$ cat config.mk
export PLATFORM = sky130hd
export DESIGN_NAME = mask_first_fill
export DESIGN_NICKNAME = d
export VERILOG_FILES = /design/src/rtl/mff_pkg.sv /design/src/rtl/mff_legal.sv /design/src/rtl/mff_step.sv /design/src/rtl/mff_bitreg.sv /design/src/rtl/mask_first_fill.sv
export SDC_FILE = /design/constraint.sdc
export NUM_CORES = 1
export LEC_CHECK = 0
export ABC_AREA = 1
export BUFFER_PORTS_ARGS = -buffer_cell sky130_fd_sc_hd__buf_2
export CAP_MARGIN = 30
export CORE_MARGIN = 2
export CORE_UTILIZATION = 40
export DETAILED_ROUTE_END_ITERATION = 16
export HOLD_SLACK_MARGIN = 0.08
export SLEW_MARGIN = 20
export SYNTH_ARGS = -nofsm -noshare
export SYNTH_HDL_FRONTEND = slang
export SYNTH_HIERARCHICAL = 1
export SYNTH_SLANG_ARGS = --single-unit
$ cat constraint.sdc
create_clock -name clk -period 4.25 [get_ports clk]
set_input_delay 0.6375 -clock clk [delete_from_list [all_inputs] [get_ports clk]]
set_output_delay 0.6375 -clock clk [all_outputs]
set_load 0.005 [all_outputs]
$ cat src/rtl/mff_pkg.sv
package mff_pkg;

    typedef enum logic [1:0] {
        ST_IDLE   = 2'd0,
        ST_SCAN   = 2'd1,
        ST_FINISH = 2'd2,
        ST_FAULT  = 2'd3
    } mff_state_t;

    typedef enum logic [1:0] {
        FILL_BEFORE = 2'b00,
        FILL_INCL   = 2'b01,
        FILL_ONLY   = 2'b10,
        FILL_RSVD   = 2'b11
    } fill_mode_t;

endpackage

$ cat src/rtl/mff_legal.sv
module mff_legal #(
    parameter int REG_IDX_W = 5,
    parameter int LEN_W     = 8,
    parameter int MASK_W    = 128
) (
    input  logic                 vec_on,
    input  logic                 type_ok,
    input  logic [LEN_W-1:0]     start_elem,
    input  logic [LEN_W-1:0]     vec_len,
    input  logic [REG_IDX_W-1:0] dst_idx,
    input  logic [REG_IDX_W-1:0] src_idx,
    input  logic                 unmasked,
    input  logic [1:0]           mode,
    output logic                 reject
);
    import mff_pkg::*;

    logic env_bad, overlap_bad, mask_bad, len_bad, mode_bad;

    always_comb begin
        env_bad     = !vec_on || !type_ok || (start_elem != '0);
        overlap_bad = (dst_idx == src_idx);
        mask_bad    = !unmasked && (dst_idx == '0);
        len_bad     = (vec_len > LEN_W'(MASK_W));
        mode_bad    = (mode == FILL_RSVD);
        reject      = env_bad || overlap_bad || mask_bad || len_bad || mode_bad;
    end
endmodule

$ cat src/rtl/mff_step.sv
module mff_step (
    input  logic [1:0] mode,
    input  logic       active,
    input  logic       src_bit,
    input  logic       old_bit,
    input  logic       seen,
    output logic       new_bit,
    output logic       seen_nxt
);
    import mff_pkg::*;

    always_comb begin
        new_bit  = old_bit;
        seen_nxt = seen;
        if (active) begin
            unique case (mode)
                FILL_BEFORE: new_bit = !seen && !src_bit;
                FILL_INCL:   new_bit = !seen;
                FILL_ONLY:   new_bit = !seen && src_bit;
                default:     new_bit = old_bit;
            endcase
            seen_nxt = seen || src_bit;
        end
    end
endmodule

$ cat src/rtl/mff_bitreg.sv
module mff_bitreg #(
    parameter int MASK_W = 128,
    localparam int POS_W = $clog2(MASK_W)
) (
    input  logic              clk,
    input  logic              rst_n,
    input  logic              load,
    input  logic [MASK_W-1:0] load_val,
    input  logic              wr_en,
    input  logic [POS_W-1:0]  wr_idx,
    input  logic              wr_bit,
    output logic [MASK_W-1:0] q
);
    for (genvar b = 0; b < MASK_W; b++) begin : g_bit
        always_ff @(posedge clk or negedge rst_n) begin
            if (!rst_n) begin
                q[b] <= 1'b0;
            end else if (load) begin
                q[b] <= load_val[b];
            end else if (wr_en && (wr_idx == POS_W'(b))) begin
                q[b] <= wr_bit;
            end
        end
    end
endmodule

$ cat src/rtl/mask_first_fill.sv
module mask_first_fill #(
    parameter int MASK_W    = 128,
    parameter int REG_IDX_W = 5,
    localparam int LEN_W    = $clog2(MASK_W + 1)
) (
    input  logic                 clk,
    input  logic                 rst_n,
    input  logic                 start,
    input  logic [1:0]           mode,
    input  logic [MASK_W-1:0]    src_mask,
    input  logic [MASK_W-1:0]    old_dst,
    input  logic [MASK_W-1:0]    en_mask,
    input  logic                 unmasked,
    input  logic [LEN_W-1:0]     vec_len,
    input  logic [LEN_W-1:0]     start_elem,
    input  logic [REG_IDX_W-1:0] dst_idx,
    input  logic [REG_IDX_W-1:0] src_idx,
    input  logic                 vec_on,
    input  logic                 type_ok,
    output logic                 busy,
    output logic                 done,
    output logic                 illegal,
    output logic                 dirty_pulse,
    output logic                 start_clr,
    output logic [MASK_W-1:0]    dst_out
);
    import mff_pkg::*;

    localparam int POS_W = $clog2(MASK_W);

    mff_state_t state_q, state_d;

    // captured operands
    logic [MASK_W-1:0] src_q;
    logic [MASK_W-1:0] en_q;
    logic [1:0]        mode_q;
    logic              unm_q;
    logic [LEN_W-1:0]  len_q;
    logic [LEN_W-1:0]  idx_q;
    logic              seen_q;

    logic              reject;
    logic              accept;
    logic              scan_end;
    logic              stepping;
    logic [POS_W-1:0]  pos;
    logic              elem_active;
    logic              new_bit;
    logic              seen_nxt;
    logic [MASK_W-1:0] work_q;

    mff_legal #(
        .REG_IDX_W (REG_IDX_W),
        .LEN_W     (LEN_W),
        .MASK_W    (MASK_W)
    ) u_legal (
        .vec_on     (vec_on),
        .type_ok    (type_ok),
        .start_elem (start_elem),
        .vec_len    (vec_len),
        .dst_idx    (dst_idx),
        .src_idx    (src_idx),
        .unmasked   (unmasked),
        .mode       (mode),
        .reject     (reject)
    );

    assign accept   = (state_q == ST_IDLE) && start;
    assign scan_end = (idx_q == len_q);
    assign stepping = (state_q == ST_SCAN) && !scan_end;
    assign pos      = idx_q[POS_W-1:0];
    assign elem_active = unm_q || en_q[pos];

    mff_step u_step (
        .mode     (mode_q),
        .active   (elem_active),
        .src_bit  (src_q[pos]),
        .old_bit  (work_q[pos]),
        .seen     (seen_q),
        .new_bit  (new_bit),
        .seen_nxt (seen_nxt)
    );

    mff_bitreg #(
        .MASK_W (MASK_W)
    ) u_work (
        .clk      (clk),
        .rst_n    (rst_n),
        .load     (accept),
        .load_val (old_dst),
        .wr_en    (stepping),
        .wr_idx   (pos),
        .wr_bit   (new_bit),
        .q        (work_q)
    );

    // state register
    always_ff @(posedge clk or negedge rst_n) begin
        if (!rst_n) begin
            state_q <= ST_IDLE;
        end else begin
            state_q <= state_d;
        end
    end

    // next-state logic
    always_comb begin
        state_d = state_q;
        unique case (state_q)
            ST_IDLE: begin
                if (start) begin
                    state_d = reject ? ST_FAULT : ST_SCAN;
                end
            end
            ST_SCAN: begin
                if (scan_end) begin
                    state_d = ST_FINISH;
                end
            end
            ST_FINISH: state_d = ST_IDLE;
            ST_FAULT:  state_d = ST_IDLE;
            default:   state_d = ST_IDLE;
        endcase
    end

    // operand capture and scan position
    always_ff @(posedge clk or negedge rst_n) begin
        if (!rst_n) begin
            src_q  <= '0;
            en_q   <= '0;
            mode_q <= FILL_BEFORE;
            unm_q  <= 1'b0;
            len_q  <= '0;
            idx_q  <= '0;
            seen_q <= 1'b0;
        end else if (accept) begin
            src_q  <= src_mask;
            en_q   <= en_mask;
            mode_q <= mode;
            unm_q  <= unmasked;
            len_q  <= vec_len;
            idx_q  <= '0;
            seen_q <= 1'b0;
        end else if (stepping) begin
            idx_q  <= idx_q + LEN_W'(1);
            seen_q <= seen_nxt;
        end
    end

    // outputs
    always_comb begin
        busy        = 1'b0;
        done        = 1'b0;
        illegal     = 1'b0;
        dirty_pulse = 1'b0;
        start_clr   = 1'b0;
        unique case (state_q)
            ST_IDLE: ;
            ST_SCAN: busy = 1'b1;
            ST_FINISH: begin
                busy        = 1'b1;
                done        = 1'b1;
                dirty_pulse = 1'b1;
                start_clr   = 1'b1;
            end
            ST_FAULT: begin
                busy    = 1'b1;
                done    = 1'b1;
                illegal = 1'b1;
            end
            default: ;
        endcase
    end

    assign dst_out = work_q;

endmodule

==> impl_metrics.py, run 1 <==
metrics = {
    "die": {
        "die_w_um": 241,
        "io_pins": 551,
        "dieArea_um2": 58000,
        "start_util_pct": 40.6,
        "rows": 86,
        "die_y_um": 241,
        "core_um2": 55300,
    },
    "min_path": {
        "hp-class": "input pin to async pin",
    },
    "final_layout": {
        "area_growth_pct": 20.8,
        "fin_nets": 4152,
        "final_cells": 4520,
        "drive_gt1_share_pct": 18.8,
        "fin_util_pct": 49.0,
    },
    "global_route": {
        "grt_pass1_vias": 21800,
        "track_usage_pct": 29.2,
        "grt_pass1_wl_mm": 129,
        "grt_max_degree": 199,
        "gr-total-overflow": 0,
        "antenna_found_initial": 6,
    },
    "routing": {
        "via_count": 23100,
        "first_pass_iters": 6,
        "routed_wl_mm": 86.0,
        "drt_iter0_drc": 2274,
        "viasPerCell": 5.12,
        "ant_nets": 0,
        "wl_per_cell_um": 19.0,
        "drc_errors": 0,
    },
    "pwr": {
        "power_mw": 21.2,
        "ir_drop_mv": 0.957,
        "leakagePower_nw": 15.0,
        "cellPowerDensity_nw_per_um2": 781,
    },
    "cts": {
        "post-cts-setup-buffers": 0,
        "h-tree-depth": 2,
        "cts_max_path_buffers": 3,
        "clk_pin_slew_ns": 0.06,
        "cts_tree": "done",
        "cts_resized": 0,
        "hold_buffers": 0,
        "cts_buffers": 47,
        "clk_latency_ns": 0.60,
        "cts_root_buf": "clkbuf_16",
        "cts_sinks": 406,
    },
    "critical_path": {
        "r2r_setup_slack_ns": 0.78,
        "r2r-end": "u_work/q[15]$_DFFE_PN0P_",
        "r2r_cells": 15,
        "crit_arrival_ns": 4.00,
        "cp-end-kind": "register",
        "crit_path_max_fanout": 32,
        "start_kind": "register",
        "r2r_start": "idx_q[2]$_DFFE_PN0P_",
        "crit_required_ns": 4.77,
        "crit_path_start": "idx_q[2]$_DFFE_PN0P_",
        "endpoint": "u_work/q[15]$_DFFE_PN0P_",
        "worstSetupPathType": "register to register",
    },
    "placement": {
        "gp_congestion": 0.839,
        "dp_hpwl_mm": 58.2,
        "port_buffers": 550,
        "dp_cells": 4431,
    },
    "synthesis": {
        "ys_types": 35,
        "async_flop_share_pct": 100,
        "ys_seq_elements": 406,
        "synth_ff_type": "dfrtp_1",
        "ys_warn_count": 6,
        "syn_nets": 3725,
        "synth-edff-count": 0,
        "synth_area_um2": 22400,
        "syn-instance-count": 3306,
        "ys_seq_area_share_pct": 45.3,
        "syn_area_per_cell_um2": 6.79,
    },
    "sta": {
        "tightestPinTransition_ns": 1.03,
        "fin_crit_sh_pct": 81.7,
        "skew_ns": 0.0242,
        "setup_tns_ns": 0,
        "hold_violations": 0,
        "rsz0062_at_grt": "no",
        "period_minus_slack_ns": 3.47,
        "max-slew-margin-rel_pct": 31.3,
        "finalSetupViolations": 0,
        "slew_viol_final": 0,
        "max_freq_ghz": 0.288,
    },
    "run_status": {
        "status": "finished, final reports clean",
    },
    "run": {
        "cap_violations": 0,
    },
}
-- registers in the layout (all words and copies together), names as in the netlist --
name,cells
en_q,128
src_q,128
u_work/q,128
idx_q,8
len_q,8
mode_q,2
state_q,2
seen_q,1
unm_q,1
-- worst max-delay path: stages, from the launching register on --
cell     delay (ns)
dfrtp_2        0.57
inv_2          0.73
nand3_1        0.19
nand3_1        0.15
nand2_1        0.08
nand2_1        0.13
nand2_1        0.06
a21oi_1        0.15
nand2_1        0.11
o21ai_1        0.09
nand2_1        0.06
nand2_1        0.15
nand2_4        0.08
inv_2          0.50
nand3_1        0.16
nand3_1        0.13
-- how the worst min path moves through the flow --
stage / to / cells past startpoint / slack, ns
floorplan: en_q[0]$_DFFE_PN0P_ / 0 / 0.34
global placement: src_q[81]$_DFFE_PN0P_ / 2 / 0.46
detailed placement: src_q[102]$_DFFE_PN0P_ / 2 / 0.46
CTS: en_q[38]$_DFFE_PN0P_ / 1 / 0.12
global route: en_q[61]$_DFFE_PN0P_ / 1 / 0.14
finish: en_q[61]$_DFFE_PN0P_ / 1 / 0.07
-- synthesized netlist by cell type, drive strengths merged, types with 2 or more instances --
cell    number  share of area (%)
nand2     1568                 26
dfrtp      406                 45
nand3      384                8.6
nor2       314                5.6
o21ai      209                4.7
buf        156                4.2
inv        140                2.4
clkbuf      57               0.96
a21oi       24               0.54
o211ai      15               0.50
xor2        15               0.59
o22ai        4               0.11
nand4        2              0.056
nor3         2              0.067
-- routing by layer --
metal	track usage, %	vias up	routed length, um
li1	-	11200	-
met1	39.2	10800	35500
met2	47.5	932	40700
met3	4.77	156	6660
met4	10.9	8	3050
met5	0	-	54
-- final cells by class --
cell class	instances	area, um2
Inverter	141	549
Timing Repair Buffer	591	3270
Multi-Input combinational cell	2546	10600
Sequential cell	406	10200
Tap cell	748	936
Fill cell	5835	28200
Clock inverter	15	146
Clock buffer	70	1400
Antenna cell	3	7.51
-- cell usage in the layout, fill, tap and decap left out, types with 7 or more instances in the layout --
master / n
a21oi_1: 24
clkinv_2: 9
o21ai_0: 190
clkbuf_8: 12
o21ai_1: 19
buf_4: 24
o211ai_1: 15
inv_2: 7
nor2_2: 17
nand3_1: 384
dfrtp_1: 403
xor2_1: 15
clkbuf_16: 48
clkbuf_1: 10
inv_1: 128
nand2_1: 1564
buf_2: 549
nor2_1: 293
buf_12: 15
-- per-stage QoR --
stage               setup slack [ns]  cell area [um2]  hold WS, ns
floorplan                       1.71            22400        0.342
global placement               0.853            25500        0.457
detailed placement             0.822            25500        0.460
CTS                            0.793            27100        0.120
global route                   0.449            27100        0.141
finish                         0.776            27100       0.0702
-- where the power goes --
group          leakage [nW]  switching [mW]  internal (mW)
logic                  9.13            6.93           3.26
registers              5.08            1.21           5.66
clock network         0.769            1.71           2.40
-- kinds of logic after synthesis --
family                     Yosys count  synth area share (%)
AOI/OAI and AO/OA                  256                  5.94
xor gates and xnor gates            16                 0.625
adders and majority gates            1                0.0558
buffers and inverters              354                  7.48
DFF                                406                  45.3
and+or+nand+nor                   2273                  40.6
(Power assumes the default switching activity.)
==> run 2, diff against run 1 <==
PLACE_DENSITY = 0.65   (was default)
clock period = 2.8 ns   (was 4.25 ns; I/O delays follow)
==> run 2 against run 1 <==
Compared with the run above: the flow now finishes with violations (negative setup slack); combinational power increased by 94%; non-clock buffer count rose by 382; core utilization up 8.5 points; worst setup slack worse by 0.97 ns; clock power grew 50%; sequential power increased by 53%; die area unchanged; first-iteration DRC count is 12% higher; sequential cell count unchanged; sequential share of layout area fell by 5.6 points; critical path type unchanged.
==> impl_metrics.py, run 2 (same netlist as run 1, synthesis figures left out) <==
metrics = {
    "run_status": {
        "status": "finished with violations",
        "violations": "negative setup slack",
    },
    "global_route": {
        "gr-total-overflow": 0,
        "track_usage_pct": 31.7,
        "grt_pass1_wl_mm": 141,
        "antenna_found_initial": 7,
        "grt_pass1_vias": 24500,
        "grt_max_degree": 153,
    },
    "die": {
        "die_y_um": 241,
        "die_w_um": 241,
        "rows": 86,
        "core_um2": 55300,
        "start_util_pct": 40.6,
        "io_pins": 551,
        "dieArea_um2": 58000,
    },
    "cts": {
        "cts_root_buf": "clkbuf_16",
        "h-tree-depth": 2,
        "cts_tree": "done",
        "clk_pin_slew_ns": 0.06,
        "cts_sinks": 406,
        "cts_max_path_buffers": 3,
        "clk_latency_ns": 0.59,
        "cts_buffers": 46,
    },
    "pwr": {
        "combPwrFrac_pct": 54.2,
        "cellPowerDensity_nw_per_um2": 1150,
        "clkPwrFrac_pct": 16.9,
        "ir_drop_mv": 0.696,
        "internal_power_mw": 20.0,
        "p_switching_mw": 16.5,
        "leakagePower_nw": 17.1,
        "switching_share_pct": 45.1,
        "p_seq_share_pct": 28.9,
        "power_mw": 36.5,
    },
    "critical_path": {
        "cp_slowest_cell": "dfrtp_4",
        "crit_path_max_fanout": 8,
        "cp_common_cell": "nand2_1",
        "worstSetupPathType": "register to register",
        "cp_slowest_stage_delay_ns": 0.53,
        "crit_arrival_ns": 3.46,
        "cp-end-kind": "register",
        "r2r_setup_slack_ns": -0.20,
        "r2r-end": "u_work/q[10]$_DFFE_PN0P_",
        "endpoint": "u_work/q[10]$_DFFE_PN0P_",
        "r2r_start": "idx_q[0]$_DFFE_PN0P_",
        "crit_path_start": "idx_q[0]$_DFFE_PN0P_",
        "start_kind": "register",
        "r2r_cells": 25,
        "crit_required_ns": 3.26,
    },
    "placement": {
        "gp_congestion": 0.897,
        "port_buffers": 550,
        "dp_cells": 4512,
        "dp_hpwl_mm": 61.4,
        "dpl_cell_area_um2": 26500,
        "pre_cts_ws_ns": -0.132,
    },
    "sta": {
        "slew_viol_final": 0,
        "fin_crit_sh_pct": 107,
        "layout_setup_ws_ns": -0.195,
        "setup_tns_ns": -13.61,
        "skew_ns": 0.0227,
        "rsz0062_at_grt": "yes",
        "holdWs_ns": 0.107,
        "hold_violations": 0,
        "period_minus_slack_ns": 3.00,
        "max_freq_ghz": 0.334,
        "max-slew-margin-rel_pct": 43.5,
        "tightestPinTransition_ns": 0.847,
        "finalSetupViolations": 127,
    },
    "routing": {
        "first_pass_iters": 6,
        "drc_errors": 0,
        "drt_iter0_drc": 2556,
        "wl_per_cell_um": 19.3,
        "ant_nets": 0,
        "viasPerCell": 5.20,
        "via_count": 25500,
        "routed_wl_mm": 94.6,
    },
    "final_layout": {
        "fin_util_pct": 57.5,
        "finalInstanceArea_um2": 31800,
        "layout_commonest_cell": "nand2_1",
        "final_cells": 4903,
        "area_growth_pct": 41.8,
        "fin_nets": 4535,
        "largestRegisters": "en_q x128, src_q x128, u_work/q x128",
        "drive_gt1_share_pct": 22.1,
        "final_cell_mix": "1534 x nand2_1, 549 x buf_2, 403 x dfrtp_1",
    },
    "min_path": {
        "hp-class": "input pin to register",
        "worstHoldStart": "mode[0]",
    },
    "run": {
        "cap_violations": 0,
    },
}
-- run 2: area by class of cell --
cell class                 instances  area [um2]
clock inverter                    14         151
timing repair inverter             1        8.76
antenna                            6        15.0
tap                              748         936
inverter                         141         571
multi-input combinational       2547       11100
timing repair buffer             973        7530
sequential                       406       10200
fill                            5135       23500
clock buffer                      67        1360
-- run 2: layer usage --
| layer | part of all wire (%) | vias to the layer above | GRT usage, % |
|---|---|---|---|
| met1 | 40 | 11900 | 40.8 |
| met4 | 4.9 | 6 | 14.9 |
| li1 | - | 12000 | - |
| met2 | 47 | 1295 | 51.9 |
| met3 | 7.9 | 280 | 5.58 |
| met5 | 0.040 | - | 0 |
-- run 2: power by group through the flow --
stage               registers (mW)  clock network (mW)  logic, mW
floorplan                     9.93                   0       10.8
global placement              10.5                   0       16.4
detailed placement            10.5                   0       16.6
CTS                           10.5                6.24       18.8
global route                  10.8                6.50       21.8
finish                        10.5                6.15       19.8
-- run 2: worst min-delay path by stage --
stage	endpoint	slack (ns)	cells after the start
2_1_floorplan	en_q[0]$_DFFE_PN0P_	0.12	0
3_3_place_gp	en_q[54]$_DFFE_PN0P_	0.39	1
3_5_place_dp	en_q[54]$_DFFE_PN0P_	0.39	1
4_1_cts	src_q[97]$_DFFE_PN0P_	0.08	3
5_1_grt	u_work/q[127]$_DFFE_PN0P_	0.1	3
6_report	mode_q[0]$_DFFE_PN0P_	0.11	3
-- run 2: worst max-delay path, delay by kind of cell, from the launching register on --
kind / cells / cell delay [ns]
and+or+nand+nor: 16 / 1.28
buffers and inverters: 8 / 0.96
DFF: 1 / 0.53
AOI/OAI and AO/OA: 1 / 0.07
-- run 2: repair_timing --
item	CTS	global route
buffers inserted	17	1
endpoints found under the hold margin	315	1
endpoints found under the setup margin	127	128
pin swaps	36	34
hold buffers	272	1
cloned	11	4
gates resized for setup	69	82
